File: src/rtl/wdt_pkg.sv
// Shared types and helpers for the watchdog.
package wdt_pkg;
    typedef logic [1:0] wdt_mode_t;
    localparam int NUM_MODES = 4;

    // Divider tap width for a mode
    function automatic int tap_bits(input int base_exp, input int step_exp, input int m);
        return base_exp + step_exp * m;
    endfunction
endpackage

File: src/rtl/wdt_divider.sv
// Free-running binary divider chain.
// Assumes: restart is a synchronous strobe; the count wraps freely.
module wdt_divider #(
    parameter int W = 26
) (
    input  logic         clk,
    input  logic         rst_n,
    input  logic         restart,
    output logic [W-1:0] cnt
);
    // Advance the chain on every clock, clear on reset or restart
    always_ff @(posedge clk) begin
        if (!rst_n || restart) cnt <= '0;
        else                   cnt <= cnt + 1'b1;
    end

    p_chain_cleared_r7: assert property (@(posedge clk) disable iff (!rst_n)
        restart |=> (cnt == '0));
endmodule

File: src/rtl/wdt_tap_sel.sv
// Decodes the selected divider tap and reports the expiry cycle.
// Assumes: cnt comes from wdt_divider; tmo is combinational.
module wdt_tap_sel
    import wdt_pkg::*;
#(
    parameter int BASE_EXP = 17,
    parameter int STEP_EXP = 3,
    parameter int W        = BASE_EXP + STEP_EXP * (NUM_MODES - 1)
) (
    input  logic [W-1:0] cnt,
    input  wdt_mode_t    mode,
    output logic         tmo
);
    logic [NUM_MODES-1:0] hit;

    for (genvar m = 0; m < NUM_MODES; m++) begin : g_tap
        localparam int TB = tap_bits(BASE_EXP, STEP_EXP, m);
        // Terminal count of this tap: all low TB bits set
        assign hit[m] = &cnt[TB-1:0];
    end

    // Pick the tap for the current mode
    always_comb tmo = hit[mode];
endmodule

File: src/rtl/wdt_grace.sv
// Countdown between expiry and reset request.
// Assumes: the period is longer than GRACE_CLKS; restart has priority.
module wdt_grace #(
    parameter int GRACE_CLKS = 512,
    localparam int GW = (GRACE_CLKS > 1) ? $clog2(GRACE_CLKS) : 1
) (
    input  logic clk,
    input  logic rst_n,
    input  logic expire,
    input  logic restart,
    input  logic rst_en,
    output logic rst_req
);
    logic          active;
    logic [GW-1:0] remain;

    // Load on expiry, count down, fire the reset pulse at zero
    always_ff @(posedge clk) begin
        if (!rst_n || restart) begin
            active  <= 1'b0;
            remain  <= '0;
            rst_req <= 1'b0;
        end else begin
            rst_req <= 1'b0;
            if (expire) begin
                active <= 1'b1;
                remain <= GW'(GRACE_CLKS - 1);
            end else if (active) begin
                if (remain == '0) begin
                    active  <= 1'b0;
                    rst_req <= rst_en;
                end else begin
                    remain <= remain - 1'b1;
                end
            end
        end
    end

    p_pulse_single_r5: assert property (@(posedge clk) disable iff (!rst_n)
        rst_req |=> !rst_req);
    p_pulse_enabled_r6: assert property (@(posedge clk) disable iff (!rst_n)
        rst_req |-> $past(rst_en));
    p_cancel_r7: assert property (@(posedge clk) disable iff (!rst_n)
        restart |=> (!active && !rst_req));
endmodule

File: src/rtl/wdt_core.sv
// Watchdog top: divider chain, tap select, sticky flag, interrupt gate,
// reset countdown. Assumes synchronous active-low reset and strobe inputs.
module wdt_core
    import wdt_pkg::*;
#(
    parameter int BASE_EXP   = 17,
    parameter int STEP_EXP   = 3,
    parameter int GRACE_CLKS = 512,
    localparam int CW = BASE_EXP + STEP_EXP * (NUM_MODES - 1)
) (
    input  logic       clk,
    input  logic       rst_n,
    input  logic [1:0] tmo_sel,
    input  logic       rst_en,
    input  logic       irq_en,
    input  logic       gie,
    input  logic       restart,
    input  logic       flag_clr,
    output logic       flag,
    output logic       irq,
    output logic       rst_req
);
    logic [CW-1:0] cnt;
    logic          tap_hit;
    logic          expire;

    wdt_divider #(.W(CW)) u_div (
        .clk(clk), .rst_n(rst_n), .restart(restart), .cnt(cnt)
    );

    wdt_tap_sel #(.BASE_EXP(BASE_EXP), .STEP_EXP(STEP_EXP), .W(CW)) u_tap (
        .cnt(cnt), .mode(wdt_mode_t'(tmo_sel)), .tmo(tap_hit)
    );

    // A restart in the expiry cycle suppresses that expiry
    always_comb expire = tap_hit && !restart;

    wdt_grace #(.GRACE_CLKS(GRACE_CLKS)) u_grace (
        .clk(clk), .rst_n(rst_n), .expire(expire), .restart(restart),
        .rst_en(rst_en), .rst_req(rst_req)
    );

    // Sticky flag: set wins over a software clear
    always_ff @(posedge clk) begin
        if (!rst_n)        flag <= 1'b0;
        else if (expire)   flag <= 1'b1;
        else if (flag_clr) flag <= 1'b0;
    end

    // Interrupt gate
    always_comb irq = flag && irq_en && gie;

    p_flag_sticky_r3: assert property (@(posedge clk) disable iff (!rst_n)
        (flag && !flag_clr) |=> flag);
    p_irq_needs_flag_r4: assert property (@(posedge clk) disable iff (!rst_n)
        irq |-> flag);
    p_reset_after_flag_r5: assert property (@(posedge clk) disable iff (!rst_n)
        rst_req |-> flag || $past(flag_clr));
endmodule

File: config.mk
export PLATFORM = sky130hd
export DESIGN_NAME = wdt_core
export DESIGN_NICKNAME = d
export VERILOG_FILES = /design/src/rtl/wdt_pkg.sv /design/src/rtl/wdt_divider.sv /design/src/rtl/wdt_tap_sel.sv /design/src/rtl/wdt_grace.sv /design/src/rtl/wdt_core.sv
export SDC_FILE = /design/constraint.sdc
export NUM_CORES = 1
export LEC_CHECK = 0
export ABC_AREA = 1
export ABC_CLOCK_PERIOD_IN_PS = 1550
export BUFFER_PORTS_ARGS = -buffer_cell sky130_fd_sc_hd__buf_2
export CAP_MARGIN = 10
export CORE_UTILIZATION = 50
export DETAILED_ROUTE_END_ITERATION = 12
export PLACE_DENSITY = 0.7
export SYNTH_ARGS = -nofsm -noshare
export SYNTH_HDL_FRONTEND = slang
export SYNTH_SLANG_ARGS = --single-unit
File: constraint.sdc
create_clock -name clk -period 1.55 [get_ports clk]
set_input_delay 0.0775 -clock clk [delete_from_list [all_inputs] [get_ports clk]]
set_output_delay 0.0775 -clock clk [all_outputs]
set_load 0.02 [all_outputs]
# Word level (Yosys, flattened, before mapping)
# Cells that the tools add are included.
[op_classes]
n_addsub = 2
order_cmp = 1
eq_ne = 1
n_mux = 10
bitwise = 2
reduce_logical = 15
[ops]
columns = ["op", "count"]
rows = [
  ["9-bit 2-to-1 mux", 3],
  ["26-bit by 1-bit adder with 26-bit output (second input constant)", 1],
  ["26-bit AND reduction", 1],
  ["23-bit AND reduction", 1],
  ["20-bit AND reduction", 1],
  ["17-bit AND reduction", 1],
  ["9-bit logical NOT", 1],
  ["9-bit by 1-bit subtractor with 9-bit output (second input constant)", 1],
  ["1-bit 2-to-1 mux", 6],
  ["2-bit nonzero test", 2],
  ["4-bit OR reduction", 1],
  ["1-bit logical AND", 3],
  ["2-bit by 3-bit < comparator with 1-bit output (second input constant)", 1],
  ["1-bit binary-select mux with 2-bit select", 1],
  ["1-bit logical NOT", 2],
  ["2-bit inequality test (second input constant)", 1],
  ["1-bit NOT", 2],
  ["2-bit AND reduction", 1],
  ["1-bit logical OR", 1],
]
[word_totals]
regBits = 38
input_bits = 9
out_inout_bits = 3
wordCells = 36

# Logic depth before layout (Yosys ltp)
# Gate-level depths: netlist of run 1.
[depth]
depth_word = 6
depth_mapped = 12
mapped_depth_nobuf = 12

# Hierarchy
# From an unflattened synthesis of run 1, not the netlist that was laid out.
[unflattened]
cells_unflattened = 323
area_unflattened_um2 = 2118.3
[by_module_without_submodules]
columns = ["module", "instances", "cells_per_inst", "area_per_inst_um2"]
rows = [
  ["wdt_divider", 1, 191, 1302.5],
  ["wdt_grace", 1, 98, 649.4],
  ["wdt_tap_sel", 1, 25, 106.4],
  ["wdt_core", 1, 9, 60.1],
]

# Least setup slack after synthesis of run 1
# OpenSTA, ideal clock, no wires.
[synth_path]
path_type = "register to register"
from = "register u_div.cnt[0]"
to = "register u_grace.rst_req"
setup_time_ps = 109
arrival_ps = 1534
required_time_ps = 1441
setup_slack_ps = -93
stages_incl_launch_ff = 13
n_path_buf = 1
period_less_slack_ps = 1643
path_cell_list = "dfxtp_1 > ha_1 > nand2_1 > nor2_4 > nand3_2 > nor2_4 > ha_1 > a21oi_1 > nand2_2 > nand3_4 > buf_6 > nand2_1 > inv_1"
[synth_via]
elab_chain_len = 5
word_cells_on_any_way = 8
classes_between = "mux (2); reduce/logical (6)"
[synth_rtl]
columns = ["element", "line", "text"]
rows = [
  ["start, declared", "wdt_divider.sv:9", "output logic [W-1:0] cnt"],
  ["start signal, assigned", "wdt_divider.sv:14", "else cnt <= cnt + 1'b1;"],
  ["26-bit AND reduction, or another cell as far along", "wdt_tap_sel.sv:19", "assign hit[m] = &cnt[TB-1:0];"],
  ["1-bit binary-select mux with 2-bit select *", "wdt_tap_sel.sv:23", "always_comb tmo = hit[mode];"],
  ["1-bit 2-to-1 mux (implied by the code) *", "wdt_tap_sel.sv:23", ""],
  ["1-bit logical AND *", "wdt_core.sv:36", "always_comb expire = tap_hit && !restart;"],
  ["4-bit OR reduction (no line) *", "-", ""],
  ["end signal, assigned", "wdt_grace.sv:31", "rst_req <= rst_en;"],
  ["end, declared", "wdt_grace.sv:12", "output logic rst_req"],
]
# Mark *: on every way between the ends. The rest lies on a longest branch, timed or not. The select of a mux whose other input is x is not followed.
# A chain may end at the register's enable or synchronous reset.

# Worst setup path after layout of run 1
[layout_path]
from = "register u_div.cnt[1]"
to = "register u_grace.remain[8]"
[layout_via]
elab_chain_len = 6
word_cells_on_any_way = 11
classes_between = "eq/ne (1); mux (3); reduce/logical (7)"
[layout_rtl]
columns = ["element", "line", "text"]
rows = [
  ["26-bit AND reduction, or another cell as far along", "wdt_tap_sel.sv:19", ""],
  ["1-bit binary-select mux with 2-bit select *", "wdt_tap_sel.sv:23", ""],
  ["1-bit 2-to-1 mux (implied by the code) *", "wdt_tap_sel.sv:23", ""],
  ["1-bit logical AND *", "wdt_core.sv:36", ""],
  ["2-bit inequality test (no line) or 2-bit nonzero test (tied branches)", "-", ""],
  ["2-bit AND reduction (no line)", "-", ""],
  ["end signal, assigned", "wdt_grace.sv:27", "remain <= GW'(GRACE_CLKS - 1);"],
  ["end signal, assigned", "wdt_grace.sv:33", "remain <= remain - 1'b1;"],
  ["end, declared", "wdt_grace.sv:15", "logic [GW-1:0] remain;"],
]
# Marked as above.

==> results.toml, run 1 <==
[power]
vdd_drop_max_mv = 0.517
power.internal_w = 0.00135
comb_power_share = 0.075
switching_share = 0.231
leakagePower_nw = 0.979
seqPwrFrac = 0.568
p_per_area_mw_per_mm2 = 719
power.switching_w = 0.000404
clockPowerShare = 0.357

[synth]
synth-adder-area-share = 0.0195
synthFlopType = "dfxtp_1"
synthMuxAreaShare = 0
ys_seq_area_frac = 0.395
ys_async_sr_fraction = 0
synthesis.area_mm2 = 0.00192
synth_edf_count = 0
synthSimpleGateAreaFrac = 0.329
syn_area_per_cell_um2 = 7.43
synth_cells = 259
ys_types = 30
syn-num-nets = 271
synth_top_family_by_area = "simple AND/OR/NAND/NOR gates"
ys_seq_elements = 38
synth_compound_gate_area_share = 0.124
ys_warn_count = 0
synth-xor-area-share = 0.0501

[timing]
setup_violations = 0
final_hold_viol_count = 0
clock.fmax_mhz = 658
post-route-period-util = 0.980
worst_pin_slew_ns = 0.349
setup_tns_ns = 0
finalClockSkew_ns = 0.00403
fin_crit_ns = 1.52
slew_headroom = 0.766
rsz0062_at_grt = "yes"
drv_slew = 0

[layout]
drive_gt1_frac = 0.301
fillers = 319
multi_input_area_mm2 = 0.00111
num_antenna_cells = 0
mostFrequentLayoutCell = "nand2_1"
area_growth_pct = 26.6
regArea_um2 = 763
final_cell_mix = "nand2_1 (42), dfxtp_1 (36), nor2_1 (34), inv_1 (33), buf_4 (32)"
fin_nets = 318
fin_util = 0.660

[floorplan]
core-area_mm2 = 0.00369
row_count = 22
die_w_um = 64.0
start_util = 0.522
pin_count = 12
dieHeight_um = 64.0
dieArea_mm2 = 0.00410

[critical_path]
r2r_setup_slack_ns = 0.03
end_kind = "flop"
critPathMaxStageDelay_ns = 0.35
crit_required_ns = 1.77
path_max_fanout = 6
critPathKind = "flop to flop"
slowest_stage = "dfxtp_2"
crit_chain = "ha_4, nand2_4, nor2_4, nand3_4, nor2_4, ha_4, a21oi_2, nand2_2, nand3_4, a21oi_2"
critPathArrivalTime_ns = 1.74
cp-start-kind = "flop"

[clock_tree]
cts.sinks = 38
clk_pin_slew_ns = 0.07
clock_latency_ns = 0.29
cts_tree = "yes"
htreeDepth = 2
cts_buffer_depth = 2
cts_inserted_buffers = 5
cts_root_buf = "clkbuf_8"
postCtsHoldBufs = 0

[flow_run]
drv_cap = 0

[global_routing]
grt_usage = 0.208
grt_pass1_wl_mm = 6.53
grt_max_degree = 17
grt_pass1_vias = 1548
antenna_found_initial = 0
grt-ovfl-total = 0

[routing]
wl_mm = 3.88
first_pass_iters = 4
ant_nets = 0
via_count = 1731
wl_per_cell_um = 11.0
drt-initial-drc-count = 98
viasPerCell = 4.89
drc = 0

[place]
dpl.hpwl_mm = 2.89
gp_congestion = 0.802
io_buffers = 11

[min_path]
hold_path.class = "primary input to flop"

[outcome]
status = "finished, final reports clean"
[synth_stat cells, types with 2 or more instances]
cell,n,area (um2)
o21ai_0,11,55.1
nor2_2,2,12.5
nor3_1,3,15.0
o21a_1,4,30.0
dfxtp_1,38,761
a21oi_2,7,61.3
nand2_1,44,165
a21oi_1,17,85.1
nand3_1,16,80.1
nand3b_1,3,22.5
xor2_1,9,78.8
nand2_2,7,43.8
inv_1,33,124
nor2_1,37,139
xnor2_1,2,17.5
ha_1,3,37.5
nand3_2,2,20.0
nand4_1,4,25.0
nor2_4,5,56.3
clkbuf_1,2,7.51
[routing by layer]
metal	vias to the layer above	GRT usage	routed length, um
met1	779	0.243	1790
met4	0	0.0852	64
li1	924	-	-
met5	-	0	0
met3	6	0.0482	129
met2	22	0.363	1900
[worst paths after layout]
kind	endpoint	depth (start not counted)	start
worst min-delay path	flag	3	rst_n
worst min register to register	u_div.cnt[17]	2	u_div.cnt[17]
worst max-delay path	u_grace.remain[8]	10	u_div.cnt[1]
worst max register to register	u_grace.remain[8]	10	u_div.cnt[1]
[power groups by stage]
stage | clock network [W] | registers [W] | logic, W
floorplan | 0 | 0.00102 | 0.0000823
global placement | 0 | 0.00102 | 0.000120
detailed placement | 0 | 0.00102 | 0.000122
CTS | 0.000644 | 0.000995 | 0.000130
global route | 0.000685 | 0.000996 | 0.000146
finish | 0.000624 | 0.000995 | 0.000131
[logic make-up after synthesis]
group	Yosys count
flip-flops	38
adder cells (fa/ha/maj)	3
AND/OR/NAND/NOR	128
AO/OA/AOI/OAI	40
XOR/XNOR	11
buffers and inverters	39
[flip-flops by register name, summed over array words and instances (netlist names)]
signal and flops:
flag 1, u_grace.rst_req 1, u_grace.remain 9, u_div.cnt 26, u_grace.active 1
[per-stage QoR]
step | hold WS, ns | instances | instance area [um2] | worst slack (ns) | total power [W]
floorplan | 0.218 | 259 | 1960 | -0.0393 | 0.00110
global placement | 0.320 | 345 | 2280 | -0.0375 | 0.00114
detailed placement | 0.326 | 345 | 2280 | -0.0810 | 0.00114
CTS | 0.0327 | 354 | 2400 | -0.000946 | 0.00177
global route | 0.0434 | 354 | 2440 | -0.0865 | 0.00183
finish | 0.0356 | 354 | 2440 | 0.0304 | 0.00175
[final cells by class]
cell class,instances,share of cell area
repair buffers,43,0.121
well taps,48,0.0247
multi-input cells,183,0.456
inverters,35,0.0539
clock buffers,7,0.0313
flip-flops and latches,38,0.313
[timing repair]
action,4_1_cts,5_1_grt
gates resized for setup,4,11
pin swaps,4,2
setup buffers,1,0
endpoints found under the setup margin,12,18
cloned,1,0
[worst max-delay path, delay by kind of cell, from the launching register on]
family / cells / cell delay, ns
and+or+nand+nor: 6 / 0.64
AOI/OAI and AO/OA: 2 / 0.18
adders and majority gates: 2 / 0.28
DFF: 1 / 0.35
(Power assumes the default switching activity.)
==> inputs of run 2 (changes only) <==
--- a/config.mk
+++ b/config.mk
@@ -9,9 +9,9 @@
 export ABC_CLOCK_PERIOD_IN_PS = 1550
 export BUFFER_PORTS_ARGS = -buffer_cell sky130_fd_sc_hd__buf_2
 export CAP_MARGIN = 10
-export CORE_UTILIZATION = 50
+export CORE_UTILIZATION = 54
 export DETAILED_ROUTE_END_ITERATION = 12
-export PLACE_DENSITY = 0.7
+export PLACE_DENSITY = 0.75
 export SYNTH_ARGS = -nofsm -noshare
 export SYNTH_HDL_FRONTEND = slang
 export SYNTH_SLANG_ARGS = --single-unit
==> run 2 against run 1 <==
  * Clock power shrank 22%
  * Wire length rose by 4.4%
  * Critical path depth up 2
  * Sequential power hardly changed
  * Die area is 7.2% lower
  * Sequential share of layout area grew 0.12 points
  * Critical endpoint is now u_grace.remain[7]
==> results.toml, run 2 (synthesized netlist as in run 1, its figures left out) <==
[global_routing]
grt-ovfl-total = 0
grt_usage = 0.223
antenna_found_initial = 0
grt_max_degree = 27
grt_pass1_wl_mm = 6.11
grt_pass1_vias = 1495

[power]
leakagePower_nw = 1.00
switching_share = 0.252
clockPowerShare = 0.300
power.internal_w = 0.00121
power.switching_w = 0.000407
p_per_area_mw_per_mm2 = 664
comb_power_share = 0.084
vdd_drop_max_mv = 0.572
seqPwrFrac = 0.616
total_power_w = 0.00162

[layout]
final_area_mm2 = 0.00243
num_antenna_cells = 0
fin_nets = 316
final_cell_mix = "nand2_1 (40), dfxtp_1 (34), nor2_1 (33), inv_1 (32), buf_4 (25)"
mostFrequentLayoutCell = "nand2_1"
fillers = 289
area_growth_pct = 26.5
largest-register = "u_div.cnt"
reg_top3 = "u_div.cnt x26, u_grace.remain x9"
largest_reg_flops = 26
drive_gt1_frac = 0.306

[routing]
drt-initial-drc-count = 131
first_pass_iters = 4
drc = 0
ant_nets = 0
wl_mm = 4.06
wl_per_cell_um = 11.6
via_count = 1764
viasPerCell = 5.04

[critical_path]
crit_chain = "ha_4, nand2_4, nor2_4, buf_6, nand2_4, nor2_4, nand3_2, nand2_4, nand3_4, nand3_2, nand2_1, inv_1"
critPathMaxStageDelay_ns = 0.37
critPathKind = "flop to flop"
critPathArrivalTime_ns = 1.81
cp.depth = 12
crit_required_ns = 1.85
path_max_fanout = 6
path_common_cell = "nand2_4"
regToRegStartpoint = "u_div.cnt[1]"
endpoint = "u_grace.remain[7]"
end_kind = "flop"
r2r_setup_slack_ns = 0.04
cp_top_family = "simple AND/OR/NAND/NOR gates"
r2r_end = "u_grace.remain[7]"
cp-start-kind = "flop"
cp_num_buf_inv = 2
cp-startpoint = "u_div.cnt[1]"
reg2reg_depth = 12
slowest_stage = "dfxtp_2"

[floorplan]
die_w_um = 61.7
row_count = 21
core-area_mm2 = 0.00336
dieArea_mm2 = 0.00381
pin_count = 12
dieHeight_um = 61.7
start_util = 0.572

[place]
place_area_mm2 = 0.00224
gp_congestion = 0.841
dpl.hpwl_mm = 2.85
io_buffers = 11
post-place-ws_ns = -0.0936

[timing]
clock.fmax_mhz = 662
setup_violations = 0
slew_headroom = 0.776
final_hold_viol_count = 0
rsz0062_at_grt = "yes"
finalWorstSetupSlack_ns = 0.0387
finalClockSkew_ns = 0.0113
post-route-period-util = 0.975
worst_pin_slew_ns = 0.336
fin_crit_ns = 1.51
drv_slew = 0

[clock_tree]
cts.sinks = 38
cts_root_buf = "clkbuf_4"
cts_buffer_depth = 2
clock_latency_ns = 0.35
cts_inserted_buffers = 5
htreeDepth = 2
cts_tree = "yes"
clk_pin_slew_ns = 0.11

[min_path]
hold_path.class = "primary input to flop"

[outcome]
status = "finished, final reports clean"

[flow_run]
drv_cap = 0
==> run 2: changes by cell type in the layout (fill, tap and decap cells not counted), moves of 2 or more <==
cell	delta
buf_4	-7
buf_6	+3
clkbuf_4	+5
dlygate4sd3_1	+2
clkbuf_8	-5
dfxtp_1	-2
nand2_4	+4
nand2_2	-2
nand2_1	-2
dfxtp_2	+2
==> run 2: cell type report <==
type	count	area (um2)	share of cell area
timing repair buffer	41	297	0.122
sequential	38	766	0.314
clock buffer	7	45.0	0.0185
inverter	35	131	0.0540
tap	46	57.6	0.0236
multi-input combinational	183	1140	0.468
==> run 2: power groups by stage <==
stage,Sequential (W),Clock (W),Combinational (W)
final,0.000996,0.000485,0.000136
after detailed placement,0.00102,0,0.000117
after global placement,0.00102,0,0.000115
after CTS,0.000995,0.000497,0.000129
after floorplan,0.00102,0,0.0000823
after global routing,0.000998,0.000538,0.000156
==> run 2: per-stage QoR <==
stage               setup TNS, ns  instances  hold slack [ns]   util
global route                -1.12        350           0.0810  0.724
global placement           -0.190        338            0.323  0.667
finish                          0        350           0.0741  0.724
detailed placement         -0.672        338            0.326  0.667
floorplan                  -0.162        259            0.218      -
CTS                             0        350           0.0590  0.700
==> run 2: per-layer routing <==
| layer | GRT usage | wire length [um] | up-vias |
|---|---|---|---|
| met5 | 0 | 0 | - |
| met4 | 0.0857 | 51 | 0 |
| met3 | 0.0559 | 169 | 7 |
| met2 | 0.370 | 1980 | 30 |
| met1 | 0.279 | 1860 | 802 |
| li1 | - | - | 925 |
==> run 2: worst min path at each step <==
stage	start	end	depth (start not counted)
floorplan	rst_n	flag	2
global placement	rst_n	flag	3
detailed placement	rst_n	flag	3
CTS	rst_en	u_grace.rst_req	5
global route	rst_en	u_grace.rst_req	5
finish	rst_en	u_grace.rst_req	5
==> run 2: repair_timing <==
item | 4_1_cts | 5_1_grt
setup endpoints to repair | 12 | 22
setup buffers | 2 | 0
hold buffers | 2 | 0
resized for setup | 6 | 22
pin swaps | 4 | 5
gates cloned | 1 | 0
hold endpoints to repair | 1 | 0
==> run 2: worst min-delay path, stage by stage <==
cell,delay [ns]
buf_2,0.10
nand3_1,0.07
nor4_1,0.04
nand2_1,0.06
inv_1,0.03
==> inputs of run 3 (changes only) <==
--- a/config.mk
+++ b/config.mk
@@ -14,4 +14,5 @@
 export PLACE_DENSITY = 0.75
 export SYNTH_ARGS = -nofsm -noshare
 export SYNTH_HDL_FRONTEND = slang
+export SYNTH_HIERARCHICAL = 1
 export SYNTH_SLANG_ARGS = --single-unit
==> run 3 against run 2 <==
  * The flow now finishes with violations (setup timing)
  * Global-route usage up 2.9 points
  * Hold slack worse by 0.059 ns
  * Combinational power down 56%
  * Highest routed layer unchanged
==> results.toml, run 3 <==
[layout]
largest-register = "u_div/cnt"
area_growth_pct = 26.9
largest_reg_flops = 26
reg_top3 = "u_div/cnt x26, u_grace/remain x9"
num_antenna_cells = 0
drive_gt1_frac = 0.287
final_cell_mix = "nand2_1 (80), nor2_1 (61), buf_4 (33), dfxtp_1 (31), inv_1 (26)"
fin_nets = 383
instances_no_fill = 421
fillers = 312
mostFrequentLayoutCell = "nand2_1"

[place]
post-place-ws_ns = -0.0942
io_buffers = 11
dpl.hpwl_mm = 3.56
gp_congestion = 0.864
dp.cells = 408

[timing]
final_hold_viol_count = 0
slew_headroom = 0.683
post-route-period-util = 1.03
clock.fmax_mhz = 625
rsz0062_at_grt = "yes"
holdWs_ns = 0.0147
fin_crit_ns = 1.60
setup_violations = 8
finalClockSkew_ns = 0.0105
drv_slew = 0
setup_tns_ns = -0.262
finalWorstSetupSlack_ns = -0.0506
worst_pin_slew_ns = 0.474

[global_routing]
grt_pass1_vias = 1917
grt_pass1_wl_mm = 8.20
grt_max_degree = 16
grt-ovfl-total = 0
antenna_found_initial = 0
grt_usage = 0.252

[synth]
synthTopCellsByCount = "nand2_1 (90), nor2_1 (64), dfxtp_1 (38)"
synth_edf_count = 0
synthFlopType = "dfxtp_1"
ys_seq_elements = 38
ys_types = 28
syn-num-nets = 334
synth_top_area_cell = "dfxtp_1"
synth_cells = 323
yosysMostFrequentCell = "nand2_1"
ys_warn_count = 6
synthesis.area_mm2 = 0.00212
ys_async_sr_fraction = 0
ys_seq_area_frac = 0.359
syn_area_per_cell_um2 = 6.56
synth_top_area_share = 0.359
synthTopCellsByArea = "dfxtp_1 (36%), nand2_1 (16%), nor2_1 (11%)"

[floorplan]
die_w_um = 64.6
core-area_mm2 = 0.00372
pin_count = 12
dieHeight_um = 64.6
dieArea_mm2 = 0.00418
row_count = 22
start_util = 0.570

[power]
leakagePower_nw = 1.02
total_power_w = 0.00186
vdd_drop_max_mv = 0.576
p_per_area_mw_per_mm2 = 693

[min_path]
hold_path.class = "primary input to flop"

[routing]
ant_nets = 0
wl_mm = 5.00
via_count = 2129
wl_per_cell_um = 11.9
first_pass_iters = 5
drt-initial-drc-count = 96
viasPerCell = 5.06
drc = 0

[critical_path]
critPathKind = "flop to flop"
end_kind = "flop"
cp-start-kind = "flop"
crit_required_ns = 1.77
critPathArrivalTime_ns = 1.82
r2r_setup_slack_ns = -0.05
path_max_fanout = 5

[flow_run]
drv_cap = 0

[clock_tree]
htreeDepth = 2
clock_latency_ns = 0.29
cts_inserted_buffers = 5
cts_buffer_depth = 2
clk_pin_slew_ns = 0.08
cts.sinks = 38
postCtsHoldBufs = 0
cts_tree = "yes"
cts_root_buf = "clkbuf_8"

[outcome]
status = "complete, but fails checks"
failed_checks = "setup timing"
run 3: worst max-delay path, stage by stage, from the launching register on:
cell     delay (ns)
dfxtp_2        0.34
nand2_1        0.05
nor2_1         0.09
nand2_1        0.07
nor2_1         0.14
nand3_1        0.11
nor2_2         0.12
nand2_2        0.07
inv_2          0.07
inv_4          0.06
buf_6          0.13
nand2_4        0.09
nand2_2        0.07
a21oi_2        0.12
run 3: worst paths after layout:
check / from / endpoint / cells past startpoint
worst max-delay path: u_div/cnt[10] / u_grace/remain[5] / 13
worst min-delay path: rst_en / u_grace/rst_req / 3
worst max register to register: u_div/cnt[10] / u_grace/remain[5] / 13
worst min register to register: flag / flag / 2
run 3: layout make-up:
type                       instances  area [um2]  area share
timing repair buffer              46         325       0.121
sequential                        38         769       0.286
multi-input combinational        253        1320       0.490
inverter                          28         108      0.0400
clock inverter                     3        40.0      0.0149
clock buffer                       5        68.8      0.0256
tap                               48        60.1      0.0223
run 3: kinds of logic (layout without fill, tap and decap cells):
| kind of cell | after synthesis | in the layout | share of synthesized area |
|---|---|---|---|
| adders and majority gates | 2 | 2 | 0.0118 |
| DFF | 38 | 38 | 0.359 |
| xor gates and xnor gates | 5 | 5 | 0.0207 |
| AOI/OAI and AO/OA | 29 | 29 | 0.0809 |
| and+or+nand+nor | 217 | 217 | 0.471 |
| buffers and inverters | 32 | 82 | 0.0567 |
run 3: repair_timing:
item	4_1_cts	5_1_grt
endpoints found under the setup margin	9	15
pin swaps	5	11
buffers inserted	0	4
gates resized for setup	10	26
gates cloned	1	0
run 3: stage by stage:
stage | util | instance area, um2
floorplan | - | 2120
finish | 0.724 | 2690
CTS | 0.694 | 2580
global placement | 0.658 | 2440
global route | 0.724 | 2690
detailed placement | 0.658 | 2440
run 3: routing by layer:
| layer | part of all wire | track usage | vias to the layer above |
|---|---|---|---|
| li1 | - | - | 1128 |
| met1 | 0.46 | 0.306 | 961 |
| met2 | 0.50 | 0.447 | 36 |
| met3 | 0.029 | 0.0546 | 4 |
| met4 | 0.0060 | 0.0639 | 0 |
| met5 | 0 | 0 | - |
run 3: where the power goes:
| group | internal, W | total (W) | switching (W) |
|---|---|---|---|
| Sequential | 0.000978 | 0.000979 | 0.00000124 |
| Combinational | 0.0000225 | 0.0000598 | 0.0000373 |
| Clock | 0.000474 | 0.000825 | 0.000351 |
| Total | 0.00147 | 0.00186 | 0.000390 |
